File: src/rtl/halfrate_fetch_pkg.sv
package halfrate_fetch_pkg;

  parameter int INSTR_W   = 32;
  parameter int NUM_BANKS = 2;

  typedef struct packed {
    logic [NUM_BANKS-1:0] bankEn;  // bank b may launch a read at this edge
    logic                 accept;  // request taken at this edge
  } fetch_strobe_t;

  // Preloaded content: a multiplicative hash of the word address.
  function automatic logic [INSTR_W-1:0] romWord(input logic [31:0] wordAddr);
    logic [31:0] prod;
    prod = wordAddr * 32'h9E3779B1;
    return prod + 32'h01234567;
  endfunction

endpackage

File: src/rtl/halfrate_fetch_bank.sv
module halfrate_fetch_bank
  import halfrate_fetch_pkg::*;
#(
  parameter int IDX_W   = 7,
  parameter int BANK_ID = 0
) (
  input  logic               clk,
  input  logic               rst,
  input  logic               en,
  input  logic [IDX_W-1:0]   idx,
  output logic [INSTR_W-1:0] q
);

  localparam logic BANK_BIT = 1'(BANK_ID);

  logic [IDX_W:0] wordAddr;
  assign wordAddr = {idx, BANK_BIT};

  // Synchronous read, launched only on this bank's half-rate phase.
  always_ff @(posedge clk) begin
    if (rst)     q <= '0;
    else if (en) q <= romWord(32'(wordAddr));
  end

endmodule

File: src/rtl/halfrate_fetch_ctrl.sv
module halfrate_fetch_ctrl
  import halfrate_fetch_pkg::*;
#(
  parameter int ADDR_W = 8
) (
  input  logic              clk,
  input  logic              rst,
  input  logic              reqValid,
  input  logic [ADDR_W-1:0] reqAddr,
  output logic              reqReady,
  output fetch_strobe_t     strb
);

  logic              phase;     // half-rate toggle
  logic              redirect;  // target captured, waiting for its phase
  logic [ADDR_W-1:0] expAddr;   // next sequential address
  logic              isSeq;
  logic              aligned;
  logic              accept;

  assign isSeq    = (reqAddr == expAddr);
  assign aligned  = (reqAddr[0] == phase);
  assign reqReady = aligned && (isSeq || redirect);
  assign accept   = reqValid && reqReady;

  assign strb.accept = accept;

  for (genvar b = 0; b < NUM_BANKS; b++) begin : g_bankEn
    assign strb.bankEn[b] = (phase == 1'(b));
  end

  always_ff @(posedge clk) begin
    if (rst) begin
      phase    <= 1'b0;
      redirect <= 1'b0;
      expAddr  <= '0;
    end else begin
      phase <= ~phase;
      if (accept) begin
        redirect <= 1'b0;
        expAddr  <= reqAddr + 1'b1;
      end else if (reqValid && !isSeq) begin
        redirect <= 1'b1;
      end
    end
  end

endmodule

File: src/rtl/halfrate_fetch_dp.sv
module halfrate_fetch_dp
  import halfrate_fetch_pkg::*;
#(
  parameter int ADDR_W = 8
) (
  input  logic               clk,
  input  logic               rst,
  input  fetch_strobe_t      strb,
  input  logic [ADDR_W-1:0]  reqAddr,
  output logic               instrValid,
  output logic [ADDR_W-1:0]  instrAddr,
  output logic [INSTR_W-1:0] instrData
);

  localparam int IDX_W = ADDR_W - 1;

  logic [INSTR_W-1:0] bankQ [NUM_BANKS];

  for (genvar b = 0; b < NUM_BANKS; b++) begin : g_bank
    halfrate_fetch_bank #(
      .IDX_W  (IDX_W),
      .BANK_ID(b)
    ) u_bank (
      .clk(clk),
      .rst(rst),
      .en (strb.bankEn[b]),
      .idx(reqAddr[ADDR_W-1:1]),
      .q  (bankQ[b])
    );
  end

  always_ff @(posedge clk) begin
    if (rst) begin
      instrValid <= 1'b0;
      instrAddr  <= '0;
    end else begin
      instrValid <= strb.accept;
      if (strb.accept) instrAddr <= reqAddr;
    end
  end

  // The bank that served the request holds its word for two cycles.
  assign instrData = bankQ[instrAddr[0]];

endmodule

File: src/rtl/halfrate_fetch.sv
module halfrate_fetch
  import halfrate_fetch_pkg::*;
#(
  parameter int ADDR_W = 8
) (
  input  logic               clk,
  input  logic               rst,
  input  logic               reqValid,
  input  logic [ADDR_W-1:0]  reqAddr,
  output logic               reqReady,
  output logic               instrValid,
  output logic [ADDR_W-1:0]  instrAddr,
  output logic [INSTR_W-1:0] instrData
);

  fetch_strobe_t strb;

  halfrate_fetch_ctrl #(.ADDR_W(ADDR_W)) u_ctrl (
    .clk     (clk),
    .rst     (rst),
    .reqValid(reqValid),
    .reqAddr (reqAddr),
    .reqReady(reqReady),
    .strb    (strb)
  );

  halfrate_fetch_dp #(.ADDR_W(ADDR_W)) u_dp (
    .clk       (clk),
    .rst       (rst),
    .strb      (strb),
    .reqAddr   (reqAddr),
    .instrValid(instrValid),
    .instrAddr (instrAddr),
    .instrData (instrData)
  );

endmodule

File: config.mk
export PLATFORM = sky130hd
export DESIGN_NAME = halfrate_fetch
export DESIGN_NICKNAME = d
export VERILOG_FILES = /design/src/rtl/halfrate_fetch_pkg.sv /design/src/rtl/halfrate_fetch_bank.sv /design/src/rtl/halfrate_fetch_ctrl.sv /design/src/rtl/halfrate_fetch_dp.sv /design/src/rtl/halfrate_fetch.sv
export SDC_FILE = /design/constraint.sdc
export NUM_CORES = 1
export LEC_CHECK = 0
export ABC_AREA = 1
export BUFFER_PORTS_ARGS = -buffer_cell sky130_fd_sc_hd__buf_2
export CAP_MARGIN = 25
export CORE_AREA = 2 2 203 105
export DETAILED_ROUTE_END_ITERATION = 10
export DIE_AREA = 0 0 205 107
export PLACE_DENSITY = 0.72
export SETUP_SLACK_MARGIN = 0.02
export SYNTH_ARGS = -nofsm -noshare
export SYNTH_HDL_FRONTEND = slang
export SYNTH_SLANG_ARGS = --single-unit
File: constraint.sdc
create_clock -name clk -period 9.9 [get_ports clk]
set_input_delay 0.99 -clock clk [delete_from_list [all_inputs] [get_ports clk]]
set_output_delay 0.99 -clock clk [all_outputs]
set_load 0.01 [all_outputs]
* Word level (Yosys, flattened, before mapping)
Index checks and enable logic that the tools add are counted.
Storage, ports and cells: bits in registers 83
Cells by class: add/subtract/negate cells 3, $mul 2, order comparisons 1, equality and inequality tests 2, mux-type cells 3, bitwise operators 2, reductions and logical operators 6
Operator list (number):
- $mux W32 | 3
- $add A32 B25 Y32 const B | 2
- $mul A7 B32 Y31 const B | 1
- $mul A8 B32 Y32 const B | 1
- $add A8 B1 Y8 const B | 1
- $eq A8 B8 Y1 | 1
- $logic_and A1 B1 Y1 | 3
- $ge A2 B2 Y1 const B | 1
- $not A1 Y2 | 1
- $reduce_or A2 Y1 | 1
- $eq A1 B1 Y1 | 1
- $logic_not A1 Y1 | 1
- $logic_or A1 B1 Y1 | 1
- $not A1 Y1 | 1

* Longest topological paths before layout
Gate-level depths: netlist of run 1.
depth after elaboration 5, gate-level depth with buffers 33, gate-level depth less buffers 32

* Hierarchy
A second synthesis of run 1 with hierarchy kept.
Unflattened totals: cells, all modules 1959, area total of the unflattened synthesis 12749.7 sq um
Modules (own cells, without submodules):
- halfrate_fetch_bank at u_dp.g_bank[1].u_bank | instances 1, cells each 845, area an instance 5660.4 sq um, sequential area each 620.6 sq um
- halfrate_fetch_bank at u_dp.g_bank[0].u_bank | instances 1, cells each 829, area an instance 5401.4 sq um, sequential area each 640.6 sq um
- halfrate_fetch_dp | instances 1, cells each 157, area an instance 918.4 sq um, sequential area each 180.2 sq um
- halfrate_fetch_ctrl | instances 1, cells each 128, area an instance 769.5 sq um, sequential area each 200.2 sq um

* Worst setup path before layout of run 1
OpenSTA, ideal clock, no wires.
path kind input port to flip-flop, from input reqAddr[6], to register u_dp.g_bank[0].u_bank.q[28], library setup time 0.113 ns, arrival 5.144 ns, slack 4.643 ns, stages 27, cells stage by stage buf_2 > inv_1 > ha_1 > fa_1 > inv_1 > fa_1 > inv_1 > fa_1 > inv_1 > ha_1 > nand2_1 > nor2_1 > inv_1 > nor3_1 > nand2_1 > nand2_1 > nand2_1 > nand2_1 > inv_1 > o21ai_0 > nand2_1 > nand2_2 > nand2_2 > nand2_1 > nand2_1 > o21ai_1 > inv_1
Between the ends: cells in the longest elaborated chain, start to end 2
RTL lines:
- from (decl) | line halfrate_fetch.sv:9 | input logic [ADDR_W-1:0] reqAddr,
- $mul A7 B32 Y31 | line halfrate_fetch_pkg.sv:14 | prod = wordAddr * 32'h9E3779B1;
- $add A32 B25 Y32 | line halfrate_fetch_pkg.sv:15 | return prod + 32'h01234567;
- to (signal assigned) | line halfrate_fetch_bank.sv:22 | else if (en) q <= romWord(32'(wordAddr));
- to (decl) | line halfrate_fetch_bank.sv:11 | output logic [INSTR_W-1:0] q
No other way between the ends. A chain may end at the register's enable or synchronous reset.

* Final worst setup path of run 1
from input reqAddr[6], to register u_dp.g_bank[0].u_bank.q[31]
The elaborated chain is that of the path after synthesis.

==> summary.md, run 1 <==
| Metric | Value |
|---|---|
| Mapped Area | 10900 um^2 |
| Critical path required time | 10.14 ns |
| Hold Path End | u_dp.g_bank[0].u_bank.q[0] |
| WHS Path Cells | 2 |
| Final Wtd Congestion | 1.10 |
| Final ANT Viol Nets | 0 |
| Cells after synthesis | 1578 |
| H-tree Lvls | 3 |
| GRT Overall Usage | 33.3% |
| Min Tclk post-route | 6.06 ns |
| VDD IR max | 0.177 mV |
| Final Slew Violations | 0 |
| Lkg Pwr | 6.54 nW |
| Worst clock skew | 0.0121 ns |
| Worst setup path startpoint | reqAddr[6] |
| Synthesized net count | 1812 |
| Yosys top cell by area | ha_1 |
| Port bufs | 52 |
| CP max-delay cell | fa_1 |
| Via/cell ratio | 5.52 |
| Largest net degree at the start of global routing | 49 |
| Ys async rst share | 0% |
| Nets | 1853 |
| Crit path max fanout | 12 |
| Post-DP HPWL | 29.8 mm |
| Netlist cell types | 42 |
| TritonCTS clock tree | done |
| Worst-Margin Slew | 0.745 ns |
| Worst R2R Start | u_ctrl.phase |
| Max stage delay on crit path | 0.58 ns |
| Setup repair after global routing missed its margin | false |
| Antenna violations before repair | 2 |
| Share of the synthesized area in the top cell type | 15.8% |
| Crit path max-delay family | adder cells |
| WL per Instance | 18.8 um |
| Worst path arrival time | 6.30 ns |
| Commonest non-fill, non-tap cell in the layout | nand2_1 |
| First-pass GRT wire length | 54.8 mm |
| Hold WS | 0.457 ns |
| Rows | 37 |
| Crit Path Class | input port to register |
| Reg-to-reg slack, setup | 7.34 ns |
| Detailed Route WL | 35.6 mm |
| Cell area after layout | 11800 um^2 |
| Post-CTS Setup Bufs | 0 |
| Buffer levels on the longest clock path | 2 |
| Core Util, Final | 58.2% |
| Peak Freq | 0.165 GHz |
| Final hold vios | 0 |
| First-pass iteration count of the detailed router | 6 |
| Final setup fails | 0 |
| Hold WC Path Type | register to register |
| Vias | 10500 |
| Pwr dens | 357 nW/um^2 |
| Top Ports | 53 |
| Cts hold-fix bufs | 0 |
| Layout cells sized above 1 | 7.08% |
| Clock Pin Slew Worst Setup and Hold Paths | 0.07 ns |
| Die height | 107 um |
| Area Growth Syn to Fin | 7.69% |
| Die Area | 21900 um^2 |
| Critical path buffers and inverters | 8 |
| Clk sinks | 82 |
| Vias in the first global route | 9466 |
| Mapped Avg Cell Area | 6.91 um^2 |
| Post-CTS Resized | 0 |
| CTS Buf Count | 9 |
| Total gr overflow | 0 |
| Status | finished, final reports clean |
| Post-synthesis sequential area ratio | 15.0% |
| Number of enable flip-flop cells after synthesis | 0 |
| Core Footprint | 20200 um^2 |
| Worst setup EP type | register |
| Placement Cell Area | 11500 um^2 |
| Clock Latency Late Sink | 0.34 ns |
| Crit-path most repeated cell | inv_1 |
| Width of the chip | 205 um |
| CP startpoint kind | input port |
| Part of the cycle the worst path needs | 61.2% |
| Initial DRC Count | 1312 |
| Initial Util | 54.1% |
| Top_reg_cell synth | dfxtp_1 |
| YS warnings | 0 |
| Hold_sp | u_dp.g_bank[0].u_bank.q[0] |
| Ant. Diodes | 0 |
| Slew HR | 50.0% |
| Root Buffer | clkbuf_16 |
| DRC | 0 |
| Worst r2r dst | u_dp.instrAddr[5] |
| TNS Setup | 0 ns |
| Commonest non-fill, non-tap cells in the layout | nand2_1 (371), inv_1 (347), ha_1 (138) |
| Top cells by area, synth | ha_1 (16%), fa_1 (16%), dfxtp_1 (15%) |
| Worst r2r path cells | 7 |
| Max Cap Viol | 0 |
| Yosys reg bits | 82 |
==> per-layer routing <==
layer,part of all wire [%],vias up,global-route usage [%]
met1,48,4806,52.8
met3,16,40,12.0
met5,0,-,0
met4,1.5,0,5.19
met2,35,640,42.3
li1,-,4984,-
==> worst max path at each step <==
stage                                  end  slack (ns)  cells after the start
6_report       u_dp.g_bank[0].u_bank.q[31]        3.84                     26
3_3_place_gp   u_dp.g_bank[0].u_bank.q[28]        3.64                     23
3_5_place_dp   u_dp.g_bank[0].u_bank.q[28]        3.66                     27
2_1_floorplan  u_dp.g_bank[0].u_bank.q[28]        4.64                     27
5_1_grt        u_dp.g_bank[0].u_bank.q[28]        3.55                     27
4_1_cts        u_dp.g_bank[0].u_bank.q[28]        4.01                     27
==> flip-flops by register name, summed over array words and instances, names as in the netlist <==
| register | count |
|---|---|
| u_dp.instrAddr | 8 |
| u_ctrl.redirect | 1 |
| u_ctrl.expAddr | 8 |
| u_dp.instrValid | 1 |
| u_dp.g_bank.u_bank.q | 63 |
| u_ctrl.phase | 1 |
==> report_power, final <==
part | total (mW) | switching (mW) | internal [mW]
Clock | 0.331 | 0.153 | 0.177
Combinational | 3.41 | 2.39 | 1.02
Sequential | 0.457 | 0.0415 | 0.415
==> tightest hold or removal path: stages (launching register included) <==
cell	delay (ns)
dfxtp_1	0.30
inv_1	0.06
a21oi_1	0.06
==> synth_stat cells (4+ instances only) <==
library cell,instances
o22ai_1,5
nor3_1,8
o32ai_1,4
o211ai_1,4
dfxtp_1,82
fa_1,85
clkbuf_1,20
or2_2,12
nand4_1,11
o21ai_0,115
nand2_1,371
xnor2_1,16
nor2_1,78
a31oi_1,9
o21bai_1,7
nand2_2,13
nand3_1,69
inv_1,347
nor2_2,9
nand3b_1,4
a21oi_1,84
a21o_1,4
xor2_1,53
ha_1,138
==> stage by stage <==
stage	setup WS, ns	total power [mW]	std cells
2_1_floorplan	4.64	2.61	1578
3_5_place_dp	3.66	3.68	1881
4_1_cts	4.01	4.02	1897
6_report	3.84	4.20	1897
3_3_place_gp	3.64	3.66	1879
5_1_grt	3.55	4.53	1897
==> cell families after synthesis <==
family                     count (synthesis)  share of synthesized area (%)
xor gates and xnor gates                  70                           5.69
and+or+nand+nor                          582                           22.4
adders and majority gates                223                           31.4
AOI/OAI and AO/OA                        244                           12.1
buffers and inverters                    377                           13.4
DFF                                       82                           15.0
==> layout make-up <==
type                       instances  area (um^2)
fill                            1941         8430
multi-input combinational       1119         7810
sequential                        82         1640
inverter                         348         1310
timing repair buffer              59          353
tap                              273          342
clock buffer                       9          225
clock inverter                     7         71.3
No activity file was read; power rests on OpenSTA's default activity.
==> run 2: changes to the inputs <==
--- a/config.mk
+++ b/config.mk
@@ -11,7 +11,7 @@
 export CORE_AREA = 2 2 203 105
 export DETAILED_ROUTE_END_ITERATION = 10
 export DIE_AREA = 0 0 205 107
-export PLACE_DENSITY = 0.72
+export PLACE_DENSITY = 0.75
 export SETUP_SLACK_MARGIN = 0.02
 export SYNTH_ARGS = -nofsm -noshare
 export SYNTH_HDL_FRONTEND = slang
==> constraint.sdc (replaced) <==
create_clock -name clk -period 5.3 [get_ports clk]
set_input_delay 0.53 -clock clk [delete_from_list [all_inputs] [get_ports clk]]
set_output_delay 0.53 -clock clk [all_outputs]
set_load 0.01 [all_outputs]
==> summary.md, run 2 (synthesized netlist as in run 1, its figures left out) <==
| Metric | Value |
|---|---|
| Largest net degree at the start of global routing | 50 (+2.0%) |
| Net switching power | 4.90 mW (+90%) |
| Crit-path most repeated cell | nand2_1 |
| Worst setup EP type | register |
| Core Footprint | 20200 um^2 (unchanged) |
| Crit Path Class | input port to register |
| Leading registers by flop count | u_dp.g_bank.u_bank.q: 63 flops, u_ctrl.expAddr: 8 flops, u_dp.instrAddr: 8 flops |
| Via/cell ratio | 5.34 (-3.3%) |
| Critical path required time | 5.55 ns (-4.59 ns) |
| Die Area | 21900 um^2 (unchanged) |
| Final Slew Violations | 0 (unchanged) |
| Met1 GRT Util | 52.1% (-0.67 points) |
| First-pass iteration count of the detailed router | 5 (-1) |
| Commonest non-fill, non-tap cells in the layout | nand2_1 (371), inv_1 (347), ha_1 (138) |
| Post-place setup slack | 0.0159 ns (-3.65 ns) |
| Cell area after layout | 12400 um^2 (+5.3%) |
| Clock power frac | 7.8% (about the same) |
| CTS Buf Count | 9 (unchanged) |
| Final Wtd Congestion | 1.00 (-8.7%) |
| Slew HR | 55.6% (+5.6 points) |
| Width of the chip | 205 um (unchanged) |
| Worst clock skew | 0.00998 ns (-0.00208 ns) |
| Setup repair after global routing missed its margin | false |
| Switching Share | 57.5% (-4.0 points) |
| WL per Instance | 17.7 um (-5.5%) |
| Worst path arrival time | 5.27 ns (-1.03 ns) |
| Flop pwr share | 9.8% (-1.1 points) |
| DRC | 0 (unchanged) |
| Buffer levels on the longest clock path | 2 (unchanged) |
| Lkg Pwr | 6.93 nW (+6.0%) |
| Die height | 107 um (unchanged) |
| Crit path max-delay family | adder cells |
| Root Buffer | clkbuf_16 |
| Internal cell power | 3.62 mW (+120%) |
| Fill cells | 1884 (-2.9%) |
| CP startpoint kind | input port |
| Placement Cell Area | 12000 um^2 (+5.2%) |
| Detailed Route WL | 35.1 mm (-1.5%) |
| Critical path buffers and inverters | 4 (-4) |
| First-pass GRT wire length | 54.3 mm (-0.86%) |
| Final hold vios | 0 (unchanged) |
| Pwr dens | 689 nW/um^2 (+93%) |
| Final setup fails | 0 (unchanged) |
| Min Tclk post-route | 5.01 ns |
| Nets | 1933 (+4.3%) |
| Commonest non-fill, non-tap cell in the layout | nand2_1 |
| Max reg flops | 63 (unchanged) |
| Ant. Diodes | 0 (unchanged) |
| Vias | 10600 (+0.82%) |
| Layout cells sized above 1 | 11.6% (+4.5 points) |
| Worst-Margin Slew | 0.661 ns (-0.0839 ns) |
| Hold WC Path Type | register to register |
| Biggest register | u_dp.g_bank.u_bank.q |
| Clock Pin Slew Worst Setup and Hold Paths | 0.07 ns (about the same) |
| Peak Freq | 0.199 GHz |
| GR met3 Demand/Resource | 10.3% (-1.7 points) |
| Max stage delay on crit path | 0.56 ns (-0.02 ns) |
| Top Ports | 53 (unchanged) |
| Crit path max fanout | 7 (-5) |
| Vias in the first global route | 9757 (+3.1%) |
| Routing usage on met2 | 43.0% (+0.68 points) |
| Antenna violations before repair | 1 (-1) |
| TritonCTS clock tree | done |
| Part of the power in combinational logic | 82.4% (+1.2 points) |
| Initial Util | 54.1% (unchanged) |
| Port bufs | 52 (unchanged) |
| Post-CTS Setup Bufs | 0 (unchanged) |
| Reg-to-reg slack, setup | 2.55 ns (-4.79 ns) |
| Core Util, Final | 61.3% (+3.1 points) |
| CP max-delay cell | fa_1 |
| TNS Setup | 0 ns (unchanged) |
| Total gr overflow | 0 (unchanged) |
| H-tree Lvls | 3 (unchanged) |
| Post-DP HPWL | 29.5 mm (-1.3%) |
| GR peak layer | met1 |
| Max Cap Viol | 0 (unchanged) |
| Rows | 37 (unchanged) |
| Part of the cycle the worst path needs | 94.6% |
| Tot Pwr | 8.52 mW (+100%) |
| GRT Overall Usage | 32.7% (-0.58 points) |
| Clk sinks | 82 (unchanged) |
| Critical path cell sequence | buf_2 > inv_1 > ha_1 > inv_1 > fa_1 > fa_1 > ha_1 > ha_1 > nand2_1 > nor2_1 > nand2_1 > nor2_1 > nand2_1 > nand3_1 > nand2_1 > nand2_1 > nand2_1 > nor2_1 > nand4_1 > nand4_1 > nand3_1 > nand2_1 > inv_1 |
| Status | finished, final reports clean |
| Initial DRC Count | 1334 (+1.7%) |
| Area Growth Syn to Fin | 13.4% |
| VDD IR max | 0.376 mV (+110%) |
| Clock Latency Late Sink | 0.35 ns (about the same) |
| Final worst slack | 0.287 ns (-3.55 ns) |
| Final ANT Viol Nets | 0 (unchanged) |
## run 2: power by group through the flow
stage	combinational, mW	sequential, mW	clock (mW)
finish	7.02	0.837	0.665
global route	7.66	0.849	0.698
CTS	6.72	0.835	0.661
detailed placement	6.67	0.846	0
global placement	6.59	0.842	0
floorplan	4.04	0.831	0
## run 2: timing repair
action | in CTS | in global routing
resized for setup | 0 | 4
setup endpoints to repair | 0 | 6
hold buffers | 0 | 0
## run 2: metrics by stage
step / hold WS (ns) / cells
final: 0.464 / 1977
after detailed placement: 0.448 / 1961
after global placement: 0.439 / 1960
after CTS: 0.464 / 1977
after floorplan: 0.429 / 1578
after global routing: 0.473 / 1977
## run 2: path summary, 6_finish.rpt
kind                           from  cells past startpoint                     endpoint
setup / recovery         reqAddr[2]                     23  u_dp.g_bank[0].u_bank.q[31]
hold / removal    u_ctrl.expAddr[0]                      2            u_ctrl.expAddr[0]
setup reg to reg  u_ctrl.expAddr[6]                      8            u_ctrl.expAddr[2]
hold reg to reg   u_ctrl.expAddr[0]                      2            u_ctrl.expAddr[0]
## run 2: metal layers
layer / vias up / wire (um)
met5: - / 0
met1: 4898 / 17400
met4: 0 / 355
met3: 35 / 4410
met2: 486 / 12900
li1: 5137 / -
## run 2: area by class of cell
type | instances | area [um^2] | share of cell area, %
tap | 273 | 342 | 2.76
sequential | 82 | 1640 | 13.3
clock inverter | 6 | 73.8 | 0.597
inverter | 348 | 1310 | 10.6
clock buffer | 10 | 239 | 1.93
timing repair buffer | 139 | 946 | 7.64
multi-input combinational | 1119 | 7830 | 63.2
## run 2: tightest hold or removal path, stage by stage (launching register included)
cell and delay (ns):
dfxtp_1 0.33, inv_1 0.05, a21oi_1 0.05
